### src/rtl/i2c_poll_target_pkg.sv
package i2c_poll_target_pkg;
   localparam int BYTE_W = 8;

   typedef enum logic [2:0] {
      TS_IDLE,
      TS_ADDR,
      TS_ADDR_ACK,
      TS_RX,
      TS_RX_ACK,
      TS_TX,
      TS_TX_ACK,
      TS_MUTE
   } tgt_state_e;
endpackage

### src/rtl/i2c_line_cond.sv
module i2c_line_cond #(
   parameter int SYNC_STAGES = 2,
   parameter int FILT_LEN    = 4
) (
   input  logic clk,
   input  logic rst_n,
   input  logic line_raw,
   output logic line_clean
);
   if (SYNC_STAGES < 2) begin : g_bad_sync
      $error("SYNC_STAGES must be at least 2");
   end
   if (FILT_LEN < 0) begin : g_bad_filt
      $error("FILT_LEN must not be negative");
   end

   logic [SYNC_STAGES-1:0] chain;
   logic                   synced;

   always_ff @(posedge clk or negedge rst_n) begin
      if (!rst_n) chain <= '1;
      else        chain <= {chain[SYNC_STAGES-2:0], line_raw};
   end
   assign synced = chain[SYNC_STAGES-1];

   if (FILT_LEN == 0) begin : g_nofilt
      assign line_clean = synced;
   end else begin : g_filt
      localparam int CW = $clog2(FILT_LEN + 1);
      localparam logic [CW-1:0] LAST = CW'(FILT_LEN - 1);
      logic [CW-1:0] run;
      logic          held;

      always_ff @(posedge clk or negedge rst_n) begin
         if (!rst_n) begin
            run  <= '0;
            held <= 1'b1;
         end else if (synced == held) begin
            run <= '0;
         end else if (run == LAST) begin
            held <= synced;
            run  <= '0;
         end else begin
            run <= run + 1'b1;
         end
      end
      assign line_clean = held;

      AST_FILT_AGREES: assert property (@(posedge clk) disable iff (!rst_n)
         !$stable(held) |-> held == $past(synced)) else $error("filter output flipped against input");
   end
endmodule

### src/rtl/i2c_bus_events.sv
module i2c_bus_events (
   input  logic clk,
   input  logic rst_n,
   input  logic scl_c,
   input  logic sda_c,
   output logic start_ev,
   output logic stop_ev,
   output logic scl_rise,
   output logic scl_fall
);
   logic scl_p, sda_p;

   always_ff @(posedge clk or negedge rst_n) begin
      if (!rst_n) begin
         scl_p <= 1'b1;
         sda_p <= 1'b1;
      end else begin
         scl_p <= scl_c;
         sda_p <= sda_c;
      end
   end

   assign start_ev = scl_p & scl_c & sda_p & ~sda_c;
   assign stop_ev  = scl_p & scl_c & ~sda_p & sda_c;
   assign scl_rise = ~scl_p & scl_c;
   assign scl_fall = scl_p & ~scl_c;

   AST_EVENTS_EXCL: assert property (@(posedge clk) disable iff (!rst_n)
      $onehot0({start_ev, stop_ev, scl_rise, scl_fall})) else $error("bus events overlap");
endmodule

### src/rtl/i2c_poll_target.sv
module i2c_poll_target
   import i2c_poll_target_pkg::*;
#(
   parameter int         SYNC_STAGES = 2,
   parameter int         FILT_LEN    = 4,
   parameter int         IDX_W       = 3,
   parameter int         ID_W        = 4,
   parameter int         STRAP_W     = 4,
   parameter logic [3:0] ID_NIBBLE   = 4'b0101
) (
   input  logic               clk,
   input  logic               rst_n,
   input  logic               scl_in,
   input  logic               sda_in,
   input  logic [STRAP_W-1:0] strap_addr,
   input  logic               busy,
   input  logic               ack_en,
   input  logic               xmit_sel,
   input  logic [BYTE_W-1:0]  tx_data,
   output logic               sda_oe,
   output logic               rx_valid,
   output logic [BYTE_W-1:0]  rx_data,
   output logic [IDX_W-1:0]   rx_index,
   output logic               tx_load,
   output logic               addr_hit,
   output logic               stop_seen
);
   localparam int ADDR_W = ID_W + STRAP_W;
   localparam logic [IDX_W-1:0] IDX_MAX = {IDX_W{1'b1}};
   localparam logic [3:0] LAST_BIT = 4'd8;

   if (ADDR_W != BYTE_W) begin : g_bad_addr
      $error("ID_W + STRAP_W must equal one byte");
   end
   if (ID_W != 4) begin : g_bad_id
      $error("ID_W must be 4 to hold ID_NIBBLE");
   end
   if (IDX_W < 1) begin : g_bad_idx
      $error("IDX_W must be at least 1");
   end

   logic [1:0] raw_lines, clean_lines;
   assign raw_lines = {scl_in, sda_in};

   for (genvar g = 0; g < 2; g++) begin : g_line
      i2c_line_cond #(.SYNC_STAGES(SYNC_STAGES), .FILT_LEN(FILT_LEN)) u_cond (
         .clk        (clk),
         .rst_n      (rst_n),
         .line_raw   (raw_lines[g]),
         .line_clean (clean_lines[g])
      );
   end

   logic scl_f, sda_f;
   assign scl_f = clean_lines[1];
   assign sda_f = clean_lines[0];

   logic start_ev, stop_ev, scl_rise, scl_fall;
   i2c_bus_events u_ev (
      .clk      (clk),
      .rst_n    (rst_n),
      .scl_c    (scl_f),
      .sda_c    (sda_f),
      .start_ev (start_ev),
      .stop_ev  (stop_ev),
      .scl_rise (scl_rise),
      .scl_fall (scl_fall)
   );

   tgt_state_e        state;
   logic [3:0]        bitcnt;
   logic [BYTE_W-1:0] rx_sh, tx_sh;
   logic [IDX_W-1:0]  idx;
   logic              m_ack, oe_q;
   logic              advance;
   logic [ADDR_W-1:0] my_addr;

   assign my_addr = {ID_NIBBLE, strap_addr};
   assign advance = scl_fall && !busy &&
                    (state == TS_ADDR_ACK || state == TS_RX_ACK ||
                     (state == TS_TX_ACK && m_ack));
   assign sda_oe  = oe_q;

   always_ff @(posedge clk or negedge rst_n) begin
      if (!rst_n) begin
         state     <= TS_IDLE;
         bitcnt    <= '0;
         rx_sh     <= '0;
         tx_sh     <= '0;
         idx       <= '0;
         m_ack     <= 1'b0;
         oe_q      <= 1'b0;
         rx_valid  <= 1'b0;
         rx_data   <= '0;
         rx_index  <= '0;
         tx_load   <= 1'b0;
         addr_hit  <= 1'b0;
         stop_seen <= 1'b0;
      end else begin
         rx_valid  <= 1'b0;
         tx_load   <= 1'b0;
         addr_hit  <= 1'b0;
         stop_seen <= 1'b0;
         if (stop_ev) begin
            state     <= TS_IDLE;
            oe_q      <= 1'b0;
            stop_seen <= 1'b1;
         end else if (start_ev) begin
            state  <= TS_ADDR;
            bitcnt <= '0;
            oe_q   <= 1'b0;
            idx    <= '0;
         end else if (scl_rise) begin
            case (state)
               TS_ADDR, TS_RX: begin
                  rx_sh  <= {rx_sh[BYTE_W-2:0], sda_f};
                  bitcnt <= bitcnt + 1'b1;
                  if (state == TS_RX && bitcnt == LAST_BIT - 1'b1) begin
                     rx_valid <= 1'b1;
                     rx_data  <= {rx_sh[BYTE_W-2:0], sda_f};
                     rx_index <= idx;
                  end
               end
               TS_TX:     bitcnt <= bitcnt + 1'b1;
               TS_TX_ACK: m_ack  <= ~sda_f;
               default: ;
            endcase
         end else if (scl_fall) begin
            if (busy && state != TS_IDLE) begin
               state <= TS_MUTE;
               oe_q  <= 1'b0;
            end else if (advance) begin
               bitcnt <= '0;
               if (state == TS_RX_ACK && idx != IDX_MAX) idx <= idx + 1'b1;
               if (xmit_sel) begin
                  state   <= TS_TX;
                  tx_load <= 1'b1;
                  tx_sh   <= tx_data;
                  oe_q    <= ~tx_data[BYTE_W-1];
               end else begin
                  state <= TS_RX;
                  oe_q  <= 1'b0;
               end
            end else begin
               case (state)
                  TS_ADDR: if (bitcnt == LAST_BIT) begin
                     if (rx_sh == my_addr) begin
                        oe_q     <= 1'b1;
                        state    <= TS_ADDR_ACK;
                        addr_hit <= 1'b1;
                     end else begin
                        state <= TS_MUTE;
                     end
                  end
                  TS_RX: if (bitcnt == LAST_BIT) begin
                     if (ack_en) begin
                        oe_q  <= 1'b1;
                        state <= TS_RX_ACK;
                     end else begin
                        state <= TS_MUTE;
                     end
                  end
                  TS_TX: if (bitcnt == LAST_BIT) begin
                     oe_q  <= 1'b0;
                     state <= TS_TX_ACK;
                  end else begin
                     oe_q  <= ~tx_sh[BYTE_W-2];
                     tx_sh <= {tx_sh[BYTE_W-2:0], 1'b0};
                  end
                  TS_TX_ACK: state <= TS_MUTE;
                  default: ;
               endcase
            end
         end
      end
   end

   AST_OE_SCL_LOW: assert property (@(posedge clk) disable iff (!rst_n)
      !$stable(oe_q) |-> !scl_f) else $error("SDA drive changed with SCL high");
   AST_BUSY_NO_ACK: assert property (@(posedge clk) disable iff (!rst_n)
      (scl_fall && busy) |=> !sda_oe) else $error("drive while busy");
   AST_HIT_DRIVES_ACK: assert property (@(posedge clk) disable iff (!rst_n)
      addr_hit |-> sda_oe && !$past(busy)) else $error("address hit without acknowledge");
   AST_STROBES_EXCL: assert property (@(posedge clk) disable iff (!rst_n)
      $onehot0({rx_valid, tx_load, addr_hit, stop_seen})) else $error("strobes overlap");
   AST_BITCNT_RANGE: assert property (@(posedge clk) disable iff (!rst_n)
      bitcnt <= LAST_BIT) else $error("bit counter overflow");
   AST_RX_AFTER_STROBE: assert property (@(posedge clk) disable iff (!rst_n)
      rx_valid |=> $stable(rx_data)) else $error("received byte changed right after strobe");
endmodule

### config.mk
export PLATFORM = sky130hd
export DESIGN_NAME = i2c_poll_target
export DESIGN_NICKNAME = d
export VERILOG_FILES = /design/src/rtl/i2c_poll_target_pkg.sv /design/src/rtl/i2c_line_cond.sv /design/src/rtl/i2c_bus_events.sv /design/src/rtl/i2c_poll_target.sv
export SDC_FILE = /design/constraint.sdc
export NUM_CORES = 1
export LEC_CHECK = 0
export ABC_CLOCK_PERIOD_IN_PS = 5240
export BUFFER_PORTS_ARGS = -buffer_cell sky130_fd_sc_hd__buf_2
export CAP_MARGIN = 20
export CORE_MARGIN = 2
export CORE_UTILIZATION = 55
export DETAILED_ROUTE_END_ITERATION = 10
export PLACE_DENSITY = 0.73
export SYNTH_ARGS = -nofsm -noshare
export SYNTH_HDL_FRONTEND = slang
export SYNTH_SLANG_ARGS = --single-unit
export TNS_END_PERCENT = 50
### constraint.sdc
create_clock -name clk -period 5.24 [get_ports clk]
set_clock_uncertainty 0.05 [all_clocks]
set_input_delay 0.786 -clock clk [delete_from_list [all_inputs] [get_ports clk]]
set_output_delay 0.786 -clock clk [all_outputs]
set_load 0.01 [all_outputs]
After elaboration in Yosys (flattened, before gate mapping)
Cells that the tools add are included.
{"block": "totals", "output_inout_bits": 16, "inputBits": 19, "wordCells": 169, "ff_bits": 56}
{"block": "op_classes", "bitwise": 19, "muxes": 68, "add_sub_neg": 4, "n_eq_ne": 26, "reduce_logical": 31}
{"op": "$mux 3", "count": 21}
{"op": "$mux 1", "count": 34}
{"op": "$mux 7", "count": 4}
{"op": "$mux 4", "count": 6}
{"op": "$ne 6x6->1 const B", "count": 3}
{"op": "$eq 3x2->1 const B", "count": 4}
{"op": "$ne 3x3->1 const B", "count": 4}
{"op": "$not 1->1", "count": 12}
{"op": "$pmux 3 s4", "count": 1}
{"op": "$reduce_and 6->1", "count": 2}
{"op": "$reduce_bool 3->1", "count": 4}
{"op": "$reduce_and 5->1", "count": 2}
{"op": "$add 3x1->3 const B", "count": 3}
{"op": "$eq 3x3->1 const B", "count": 3}
{"op": "$eq 8x7->1", "count": 1}
{"op": "$ne 2x2->1 const B", "count": 4}
{"op": "$reduce_and 4->1", "count": 2}
{"op": "$reduce_and 8->1", "count": 1}
{"op": "$reduce_bool 2->1", "count": 4}
{"op": "$reduce_bool 8->1", "count": 1}
{"op": "$and 1x1->1", "count": 7}
{"op": "$reduce_and 7->1", "count": 1}
{"op": "$reduce_bool 7->1", "count": 1}
{"op": "$logic_and 1x1->1", "count": 6}
{"op": "14 further kinds", "count": 17}

Depth between registers and ports, before layout
Gate-level depths: netlist of run 1.
{"block": "depth", "ltp_word": 10, "ltp_mapped": 8, "ltp_nobuf": 7}

Hierarchy
Synthesis of run 1 repeated with hierarchy kept, for this count alone.
{"block": "unflattened", "cells_unflattened": 244, "area_unflattened_um2": 2821.5}
{"mod": "i2c_poll_target", "instances": 1, "seq_area_each_um2": 1051.0, "area_each_um2": 2293.4, "cells_per_inst": 212}
{"mod": "i2c_line_cond", "instances": 2, "seq_area_each_um2": 153.9, "area_each_um2": 220.2, "cells_per_inst": 13}
{"mod": "i2c_bus_events", "instances": 1, "seq_area_each_um2": 52.6, "area_each_um2": 87.6, "cells_per_inst": 6}

Worst setup path after synthesis of run 1
OpenSTA, ideal clock, no wires.
{"block": "synth_path", "path_type": "input -> register", "from": "input busy", "to": "register state[2]", "setup_ns": 0.092, "slack_ns": 3.294, "path_buffers": 0, "t_arrival_ns": 1.804, "t_required_ns": 5.098, "stages": 5, "path_cell_list": "nor4b_4 > o211ai_2 > and4b_1 > o21a_1 > o31ai_2"}
{"block": "synth_via", "elab_chain_len": 9, "elab_cells_between_ends": 15, "cone_classes": "3 x eq/ne; 6 x mux; 6 x reduce/logical"}
{"item": "from (decl)", "line": "i2c_poll_target.sv:16", "text": "input logic busy,"}
{"item": "$logic_not 1->1", "line": "i2c_poll_target.sv:79", "text": "assign advance = scl_fall && !busy &&"}
{"item": "$logic_and 1x1->1 (2 in a row)", "line": "i2c_poll_target.sv:79"}
{"item": "$mux 3", "line": "i2c_poll_target.sv:132", "text": "end else if (advance) begin"}
{"item": "$mux 3", "line": "i2c_poll_target.sv:129", "text": "if (busy && state != TS_IDLE) begin"}
{"item": "$mux 3", "line": "i2c_poll_target.sv:128", "text": "end else if (scl_fall) begin"}
{"item": "$mux 3", "line": "i2c_poll_target.sv:113", "text": "end else if (scl_rise) begin"}
{"item": "$mux 3", "line": "i2c_poll_target.sv:108", "text": "end else if (start_ev) begin"}
{"item": "$mux 3", "line": "i2c_poll_target.sv:104", "text": "if (stop_ev) begin"}
{"item": "to (signal assigned)", "line": "i2c_poll_target.sv:105", "text": "state <= TS_IDLE;"}
{"item": "to (signal assigned)", "line": "i2c_poll_target.sv:109", "text": "state <= TS_ADDR;"}
{"item": "to (signal assigned)", "line": "i2c_poll_target.sv:130", "text": "state <= TS_MUTE;"}
{"item": "to (decl)", "line": "i2c_poll_target.sv:70", "text": "tgt_state_e state;"}
Parallel ways exist; a longest one is shown, timed or not. The select of a mux whose other input is x is not followed.
A chain may end at the register's enable or synchronous reset.

Worst setup path after layout of run 1
{"block": "layout_path", "from": "register state[1]", "to": "register state[0]"}
{"block": "layout_via", "elab_chain_len": 10, "elab_cells_between_ends": 24, "cone_classes": "9 x eq/ne; 7 x mux; 8 x reduce/logical"}
{"item": "from (signal assigned)", "line": "i2c_poll_target.sv:86", "text": "state <= TS_IDLE;"}
{"item": "from (signal assigned)", "line": "i2c_poll_target.sv:105"}
{"item": "from (signal assigned)", "line": "i2c_poll_target.sv:109"}
{"item": "parallel branches: the longest is 10 deep, another holds $pmux 3 s4"}
Several ways; the timed one is not identified. The select of a mux whose other input is x is not followed.

==> metrics, run 1 <==
status=complete, no violations; async set-reset flop share out of synthesis=100%; combinational cell fraction of total power=31.2%; final setup TNS=0 ns; Net count, final=284; Max Cap Viol=0; post-synthesis to final-layout area growth=10.3%; leftover overflow at the end of global routing=0; R2R depth=5; net switching share of the total power=36.3%; global-route total usage across every layer=19.3%; buffer type at the clock tree root=clkbuf_8; Setup crit end kind=flop; most common library cell in the layout ignoring fill and taps=dfrtp_1; number of clock sinks=56; total internal power=0.870 mW; top cell type by total area after synthesis=dfrtp_1; highest-count cells in the layout ignoring fill and taps=dfrtp_1 (48), buf_2 (34), mux2_2 (22); clk_lat worst skew=just over 0.3 ns; ys flop type=dfrtp_1; RSZ-0062 raised after global routing=no; peak fanout along the critical path=15; quantity of gates resized following cts=0; largest family of logic cells by synthesized area=simple AND/OR/NAND/NOR gates; synthesized netlist cell count=225; worst setup slack after layout=2.89 ns; Post-synth EDFFs=0; Post-Synth XOR/XNOR Area=3.28%; Slew headroom=44.3%; category of the worst setup path launch point=flop; total of hold buffers inserted after clock tree synthesis=0; number of flip-flops and latches in the synthesized netlist=56; fraction of the core area covered by cells at the end of the flow=62.7%; Fmax achieved=0.425 GHz; buffers from clock root to sink, at most=2; initial core utilization=between 50% and 60%; multiplexer fraction of the synthesized cell area=12.3%; required time reported for the critical path endpoint=approximately 5.4 ns; boundary pin count=35; total number of vias=~1700; class of the worst hold path=flop to flop; Fillers=391; number of warnings reported in the yosys synthesis log=0; Detailed Routing Iterations Pass 1=4; Distinct cells, synth=45; reported net switching power=~0.50 mW; post-DP HPWL=around 3300 µm; compound-cell area share of the yosys netlist=around 9.9%; total count of max-transition violations in the final report=0; post-layout minimum cycle time=about 2.4 ns; actual transition at the worst max-transition pin=approximately 0.83 ns; sequential element share of the synthesized area=52.9%; via count of the first global-routing pass=about 1700; post-synthesis instance area=roughly 2700 µm²; Final Wtd Congestion=0.899; detailed-route wire length=between 4000 and 5000 µm; total die area=5420 µm²; detailed-route DRC error count=0; leakage power=1.41 nW; count of antenna diodes in the layout=0; Synth Area in Simple Gates=between 10% and 20%; final cycle utilization of the critical path=44.9%; proportion of power drawn by flip-flops and latches=between 50% and 60%; violation count after the first detailed-route iteration=112; PwrDens=roughly 460 nW/µm²; fraction of layout cells with a size suffix above 1=32.3%; wire length of the first global-routing pass=7960 µm; # H-tree levels=2; worst hold path cell count=0; worst slack, placed=2.70 ns; data arrival time of the critical path=between 2 and 2.5 ns; row count=25; vertical extent of the die=73.6 µm; count of endpoints failing hold in the final timing report=0; initial antenna violation count=0; total clock buffers created by CTS=5; Post-Synth Adder-Cell Area=2.82%; per-cell routed wire length=14.7 µm; total nets after synthesis=250; largest net degree at the start of global routing=57; Core Region=around 4700 µm²; Worst IR Drop VDD=roughly 0.00026 V; vias per cell=5.51; Clock transition at path regs=0.09 ns; top area cells in the synthesized netlist=dfrtp_1 (45%), mux2_2 (9.3%), dfstp_2 (7.9%); Setup Viol. Count Final=0; Synth top area share=between 40% and 50%; residual antenna-violating net count after detailed routing=0; Power, Total=1.37 mW; buffer count from post-CTS setup fixing=0; share of power burned in the clock network=17.6%; worst setup path class=flop to flop; number of port buffers=34; die boundary width=73.6 µm; syn_area_per_cell=11.9 µm²; TritonCTS clock tree=built
[metrics by stage]
| step | instances | hold WS [ns] | area (µm²) |
|---|---|---|---|
| 2_1_floorplan | 225 | 0.295 | 2670 |
| 3_3_place_gp | 306 | 0.296 | 2840 |
| 3_5_place_dp | 306 | 0.305 | 2840 |
| 4_1_cts | 314 | 0.319 | 2940 |
| 5_1_grt | 314 | 0.326 | 2940 |
| 6_report | 314 | 0.318 | 2940 |
[worst max-delay path: stages, from the launching register on]
cell and delay [ns]:
dfrtp_1 0.58, nand2_2 0.19, o211ai_2 0.70, nand2_1 0.24
a211oi_1 0.37, o31ai_1 0.10
[logic make-up after synthesis]
group                    after synthesis
AND/OR/NAND/NOR                       70
flip-flops                            56
AO/OA/AOI/OAI                         36
multiplexers                          30
buffers and inverters                 17
XOR/XNOR                              10
adder cells (fa/ha/maj)                6
[flip-flops by register name, indices dropped and copies added, names as in the netlist, 2 cells and up]
register / cells
bitcnt: 4
rx_data: 8
tx_sh: 7
rx_sh: 8
g_line.u_cond.g_filt.run: 6
idx: 3
rx_index: 3
g_line.u_cond.chain: 4
state: 3
g_line.u_cond.line_clean: 2
[worst paths after layout]
path	from	endpoint	slack [ns]
max	state[1]	state[0]	2.89
min	g_line[0].u_cond.chain[0]	g_line[0].u_cond.chain[1]	0.32
min reg2reg	g_line[0].u_cond.chain[0]	g_line[0].u_cond.chain[1]	0.32
max reg2reg	state[1]	state[0]	2.89
max in group asynchronous	rst_n	tx_sh[4]	4.15
min in group asynchronous	rst_n	g_line[1].u_cond.g_filt.run[1]	0.54
[cell usage after synthesis, types with 3 or more instances]
library cell,number
buf_6,4
nor2b_1,7
dfstp_2,8
nor3_1,6
mux2i_1,8
dfrtp_1,48
xor2_1,4
mux2_2,22
nand2_1,10
ha_1,6
xnor2_1,6
inv_1,8
nand3_1,11
o31ai_1,3
nor3b_1,4
o21ai_0,8
nand2b_1,4
nor2_1,15
buf_4,3
a21oi_1,8
nand4b_1,3
[power groups by stage]
stage	Clock, mW	Sequential (mW)	Combinational (mW)
global route	0.268	0.721	0.488
detailed placement	0	0.707	0.426
global placement	0	0.707	0.416
finish	0.241	0.700	0.426
CTS	0.249	0.701	0.429
floorplan	0	0.633	0.428
[routing by layer]
| layer | wire, µm | global-route usage, % | vias to the layer above |
|---|---|---|---|
| met5 | 0 | 0 | - |
| met4 | 57 | 5.45 | 0 |
| met3 | 220 | 4.80 | 5 |
| met2 | 2120 | 28.9 | 35 |
| met1 | 2230 | 28.2 | 822 |
| li1 | - | - | 867 |
[layout make-up]
type                            count  area [µm²]  area share (%)
Clock buffer                        6        82.6            2.81
Clock inverter                      2        15.0           0.511
Inverter                            8        30.0            1.02
Multi-Input combinational cell    152        1150            39.1
Sequential cell                    56        1410            48.0
Tap cell                           54        67.6            2.30
Timing Repair Buffer               36         185            6.30
Note: power is estimated with default switching activity, not from simulation.
==> run 2: changes to the inputs <==
--- a/config.mk
+++ b/config.mk
@@ -5,7 +5,7 @@
 export SDC_FILE = /design/constraint.sdc
 export NUM_CORES = 1
 export LEC_CHECK = 0
-export ABC_CLOCK_PERIOD_IN_PS = 5240
+export ABC_CLOCK_PERIOD_IN_PS = 2300
 export BUFFER_PORTS_ARGS = -buffer_cell sky130_fd_sc_hd__buf_2
 export CAP_MARGIN = 20
 export CORE_MARGIN = 2
==> constraint.sdc (replaced) <==
create_clock -name clk -period 2.3 [get_ports clk]
set_clock_uncertainty 0.05 [all_clocks]
set_input_delay 0.345 -clock clk [delete_from_list [all_inputs] [get_ports clk]]
set_output_delay 0.345 -clock clk [all_outputs]
set_load 0.01 [all_outputs]
==> metrics, run 2 (synthesized netlist as in run 1, its figures left out) <==
reported net switching power=1.19 mW (+140%); post-DP HPWL=3450 µm (+4.8%); Detailed Routing Iterations Pass 1=4 (unchanged); leakage power=1.46 nW (+3.4%); global-route total usage across every layer=20.4% (+1.0 points); placement-stage cell area=2890 µm² (+1.8%); global-route met1 utilization=28.4% (+0.13 points); R2R depth=5 (unchanged); biggest regs=rx_data (8), rx_sh (8), tx_sh (7); Critical Path Max Stage Delay=0.61 ns (-0.09 ns); number of clock sinks=56 (unchanged); die boundary width=73.6 µm (unchanged); slowest library cell on the worst path=dfstp_2; share of power burned in the clock network=19.5% (+1.9 points); Fmax achieved=0.479 GHz (+13%); Min-Delay Startpoint=scl_in; routing usage on met3=5.90% (+1.1 points); quantity of gates resized following cts=0 (unchanged); final worst hold slack=0.0784 ns (-0.239 ns); worst slack, placed=0.256 ns (-2.44 ns); initial antenna violation count=0 (unchanged); row count=25 (unchanged); total count of max-transition violations in the final report=0 (unchanged); peak fanout along the critical path=13 (-2); Worst IR Drop VDD=0.000575 V (+120%); total placed cells including tap cells=311 (+1.6%); global-route track usage on met2=30.5% (+1.6 points); violation count after the first detailed-route iteration=80 (-29%); total internal power=2.11 mW (+140%); residual antenna-violating net count after detailed routing=0 (unchanged); fraction of the core area covered by cells at the end of the flow=64.3% (+1.7 points); post-synthesis to final-layout area growth=13.2%; vertical extent of the die=73.6 µm (unchanged); post-layout minimum cycle time=2.09 ns (-0.264 ns); buffers from clock root to sink, at most=2 (unchanged); category of the worst setup path launch point=flop; total number of vias=1837 (+6.2%); clk_lat worst skew=0.31 ns (about the same); count of endpoints failing hold in the final timing report=0 (unchanged); Final Wtd Congestion=0.856 (-4.8%); highest-count cells in the layout ignoring fill and taps=dfrtp_1 (48), buf_2 (34), mux2_2 (22); crit path buf inv count=0 (unchanged); class of the worst hold path=input port to flop; combinational cell fraction of total power=32.7% (+1.5 points); detailed-route DRC error count=0 (unchanged); post-route non-filler standard cell count=320 (+1.9%); proportion of power drawn by flip-flops and latches=47.8% (-3.4 points); required time reported for the critical path endpoint=2.48 ns (-2.90 ns); RSZ-0062 raised after global routing=no; startpoint of the worst-slack reg-to-reg timing path=u_ev.scl_p; status=complete, no violations; fraction of layout cells with a size suffix above 1=33.5% (+1.2 points); boundary pin count=35 (unchanged); final cycle utilization of the critical path=90.8% (+46 points); detailed-route wire length=4950 µm (+7.0%); data arrival time of the critical path=2.27 ns (-0.22 ns); Clock transition at path regs=0.10 ns (about the same); leftover overflow at the end of global routing=0 (unchanged); busiest layer in global routing=met2; PwrDens=1090 nW/µm² (+140%); most common library cell in the layout ignoring fill and taps=dfrtp_1; count of antenna diodes in the layout=0 (unchanged); Max Cap Viol=0 (unchanged); worst setup path class=flop to flop; vias per cell=5.74 (+4.3%); actual transition at the worst max-transition pin=0.502 ns (-0.332 ns); worst path cell trace=nor4b_4, o2111ai_1, a21oi_2, nor2_1, a21oi_1; worst setup slack after layout=0.212 ns (-2.68 ns); worst hold path cell count=1 (+1); slack of the worst reg-to-reg path=0.21 ns (-2.68 ns); Critical R2R Capture=tx_sh[5]; final standard cell area without fillers=3020 µm² (+2.7%); number of port buffers=34 (unchanged); net switching share of the total power=36.1% (-0.24 points); wire length of the first global-routing pass=8340 µm (+4.7%); dominant delay contributor by cell family on the critical path=compound AO/OA/AOI/OAI gates; Setup Viol. Count Final=0 (unchanged); final setup TNS=0 ns (unchanged); Power, Total=3.30 mW (+140%); via count of the first global-routing pass=1750 (+5.6%); Net count, final=290 (+2.1%); TritonCTS clock tree=built; initial core utilization=56.8% (unchanged); Core Region=4690 µm² (unchanged); total die area=5420 µm² (unchanged); endpoint of the worst hold-timing path=g_line[1].u_cond.chain[0]; total clock buffers created by CTS=5 (unchanged); # H-tree levels=2 (unchanged); buffer type at the clock tree root=clkbuf_8; largest net degree at the start of global routing=57 (unchanged); Setup crit end kind=flop; Slew headroom=66.6% (+22 points); per-cell routed wire length=15.5 µm (+5.0%)
[run 2: cell count changes in the layout (fill, tap and decap cells not counted)]
cell,change
buf_12,+1
buf_4,+4
bufinv_16,+1
clkbuf_8,-1
clkinv_4,+2
clkinvlp_4,-2
dlygate4sd3_1,+1
[run 2: how the worst max path moves through the flow]
| stage | slack [ns] | end | cells after the start | from |
|---|---|---|---|---|
| floorplan | 0.53 | rx_data[0] | 5 | g_line[1].u_cond.line_clean |
| global placement | 0.30 | tx_sh[0] | 4 | u_ev.scl_p |
| detailed placement | 0.26 | tx_sh[1] | 5 | u_ev.scl_p |
| CTS | 0.23 | tx_sh[0] | 4 | u_ev.scl_p |
| global route | 0.06 | tx_sh[0] | 4 | u_ev.scl_p |
| finish | 0.21 | tx_sh[5] | 5 | u_ev.scl_p |
[run 2: what timing repair did]
item | 4_1_cts | 5_1_grt
hold buffers | 1 | 0
buffers inserted | 0 | 0
endpoints found under the hold margin | 48 | 0
[run 2: cell type report]
cell class / count / area [µm²]
Fill cell: 367 / 1670
Timing Repair Buffer: 42 / 245
Inverter: 8 / 30.0
Clock inverter: 3 / 47.5
Sequential cell: 56 / 1410
Multi-Input combinational cell: 152 / 1150
Tap cell: 54 / 67.6
Clock buffer: 5 / 68.8
[run 2: power by group through the flow]
stage,clock (mW),combinational [mW],sequential (mW)
floorplan,0,0.974,1.44
global placement,0,1.03,1.58
detailed placement,0,1.06,1.59
CTS,0.666,1.09,1.58
global route,0.703,1.21,1.62
finish,0.642,1.08,1.58
[run 2: layer usage]
metal / part of all wire [%] / up-vias
met1: 44 / 892
li1: - / 878
met5: 0 / -
met3: 5.9 / 8
met4: 1.5 / 0
met2: 48 / 59
==> run 3: changes to the inputs <==
--- a/config.mk
+++ b/config.mk
@@ -11,6 +11,7 @@
 export CORE_MARGIN = 2
 export CORE_UTILIZATION = 55
 export DETAILED_ROUTE_END_ITERATION = 10
+export MAX_ROUTING_LAYER = met4
 export PLACE_DENSITY = 0.73
 export SYNTH_ARGS = -nofsm -noshare
 export SYNTH_HDL_FRONTEND = slang
==> metrics, run 3 (synthesized netlist as in run 1, its figures left out) <==
fraction of layout cells with a size suffix above 1=33.6% (+0.13 points); worst setup path class=flop to flop; share of power burned in the clock network=17.7% (-1.8 points); post-synthesis to final-layout area growth=11.7%; most common library cell in the layout ignoring fill and taps=dfrtp_1; count of endpoints failing hold in the final timing report=0 (unchanged); total internal power=2.02 mW (-4.3%); Critical R2R Capture=tx_sh[1]; final setup TNS=0 ns (unchanged); required time reported for the critical path endpoint=2.49 ns (about the same); reported net switching power=1.16 mW (-2.5%); Net count, final=289 (-0.34%); post-DP HPWL=3460 µm (+0.24%); total die area=5420 µm² (unchanged); total clock buffers created by CTS=5 (unchanged); TritonCTS clock tree=built; peak fanout along the critical path=13 (unchanged); RSZ-0062 raised after global routing=no; met2 routed WL=2300 µm (-4.3%); die boundary width=73.6 µm (unchanged); initial antenna violation count=0 (unchanged); leakage power=1.44 nW (-1.6%); net switching share of the total power=36.5% (+0.43 points); quantity of gates resized following cts=0 (unchanged); Max Cap Viol=0 (unchanged); row count=25 (unchanged); total number of vias=1795 (-2.3%); Core Region=4690 µm² (unchanged); vertical extent of the die=73.6 µm (unchanged); worst hold path cell count=1 (unchanged); met3 routed wirelength=194 µm (-34%); Fmax achieved=0.487 GHz (+1.6%); initial core utilization=56.8% (unchanged); final worst hold slack=0.0708 ns (-0.00765 ns); boundary pin count=35 (unchanged); PwrDens=1070 nW/µm² (-2.3%); leftover overflow at the end of global routing=0 (unchanged); Critical Path Max Stage Delay=0.60 ns (about the same); slack of the worst reg-to-reg path=0.25 ns (+0.03 ns); startpoint of the worst-slack reg-to-reg timing path=u_ev.scl_p; R2R depth=5 (unchanged); actual transition at the worst max-transition pin=0.683 ns (+0.181 ns); detailed-route DRC error count=0 (unchanged); final cycle utilization of the critical path=89.3% (-1.5 points); Clock transition at path regs=0.10 ns (about the same); combinational cell fraction of total power=33.1% (+0.4 points); biggest regs=rx_data (8), rx_sh (8), tx_sh (7); number of port buffers=34 (unchanged); buffers from clock root to sink, at most=2 (unchanged); Final Wtd Congestion=0.849 (-0.84%); category of the worst setup path launch point=flop; Min-Delay Startpoint=sda_in; via count of the first global-routing pass=1755 (+0.29%); detailed-route wire length=4810 µm (-2.9%); total count of max-transition violations in the final report=0 (unchanged); proportion of power drawn by flip-flops and latches=49.2% (+1.4 points); status=complete, no violations; met1 wire length=2240 µm (+2.7%); largest net degree at the start of global routing=57 (unchanged); buffer count from post-CTS setup fixing=0 (unchanged); wire length of the first global-routing pass=8110 µm (-2.7%); footprint of the multi-input gates=1150 µm² (unchanged); Slew headroom=54.5% (-12 points); class of the worst hold path=input port to flop; count of antenna diodes in the layout=0 (unchanged); highest-count cells in the layout ignoring fill and taps=dfrtp_1 (48), buf_2 (34), mux2_2 (22); FF/Latch Area=1410 µm² (unchanged); Worst IR Drop VDD=0.000622 V (+8.1%); slowest library cell on the worst path=dfstp_2; per-cell routed wire length=15.1 µm (-2.6%); vias per cell=5.63 (-2.0%); Fillers=384 (+4.6%); clk_lat worst skew=0.31 ns (about the same); Setup crit end kind=flop; buffer type at the clock tree root=clkbuf_8; Setup Viol. Count Final=0 (unchanged); # H-tree levels=2 (unchanged); endpoint of the worst hold-timing path=g_line[0].u_cond.chain[0]; violation count after the first detailed-route iteration=99 (+24%); max layer used=met4; worst path cell trace=nor4b_4, o2111ai_1, a21oi_2, nor2_1, a21oi_1; residual antenna-violating net count after detailed routing=0 (unchanged); number of clock sinks=56 (unchanged); total of hold buffers inserted after clock tree synthesis=0 (-1); Detailed Routing Iterations Pass 1=4 (unchanged); global-route total usage across every layer=20.2% (-0.14 points); post-layout minimum cycle time=2.05 ns (-0.0335 ns); data arrival time of the critical path=2.25 ns (-0.02 ns)
[run 3: cell type report]
| type | count | area share [%] |
|---|---|---|
| Clock buffer | 6 | 2.77 |
| Inverter | 8 | 1.01 |
| Timing Repair Buffer | 41 | 7.48 |
| Tap cell | 54 | 2.27 |
| Sequential cell | 56 | 47.4 |
| Clock inverter | 2 | 0.504 |
| Multi-Input combinational cell | 152 | 38.6 |
[run 3: worst max path at each step]
stage	startpoint	to	slack, ns	cells after the start
detailed placement	u_ev.scl_p	tx_sh[1]	0.27	5
global placement	busy	tx_sh[6]	0.30	6
finish	u_ev.scl_p	tx_sh[1]	0.25	5
floorplan	g_line[1].u_cond.line_clean	rx_data[0]	0.53	5
global route	u_ev.scl_p	tx_sh[0]	0.08	4
CTS	u_ev.scl_p	tx_sh[1]	0.26	5
[run 3: stage by stage]
stage,util [%],instances,setup WS (ns),power (mW),instance area (µm²)
final,63.5,319,0.245,3.18,2980
after CTS,63.5,319,0.261,3.20,2980
after floorplan,-,225,0.526,2.42,2670
after detailed placement,61.4,311,0.268,2.63,2880
after global placement,61.4,311,0.296,2.61,2880
after global routing,63.5,319,0.0847,3.41,2980
[run 3: power by group through the flow]
stage	logic (mW)	registers (mW)	clock network, mW
after floorplan	0.974	1.44	0
after global placement	1.04	1.57	0
after detailed placement	1.05	1.58	0
after CTS	1.06	1.56	0.580
after global routing	1.19	1.61	0.613
final	1.05	1.57	0.562
[run 3: worst max-delay path: cells and delay by family, from the launching register on]
family / cells / cell delay, ns
AOI/OAI and AO/OA: 3 / 0.96
and+or+nand+nor: 2 / 0.38
DFF: 1 / 0.60
[run 3: layer usage]
metal	GRT usage [%]	vias up
met5	-	-
met4	7.68	0
met3	4.25	7
met2	31.2	40
met1	26.4	870
li1	-	878
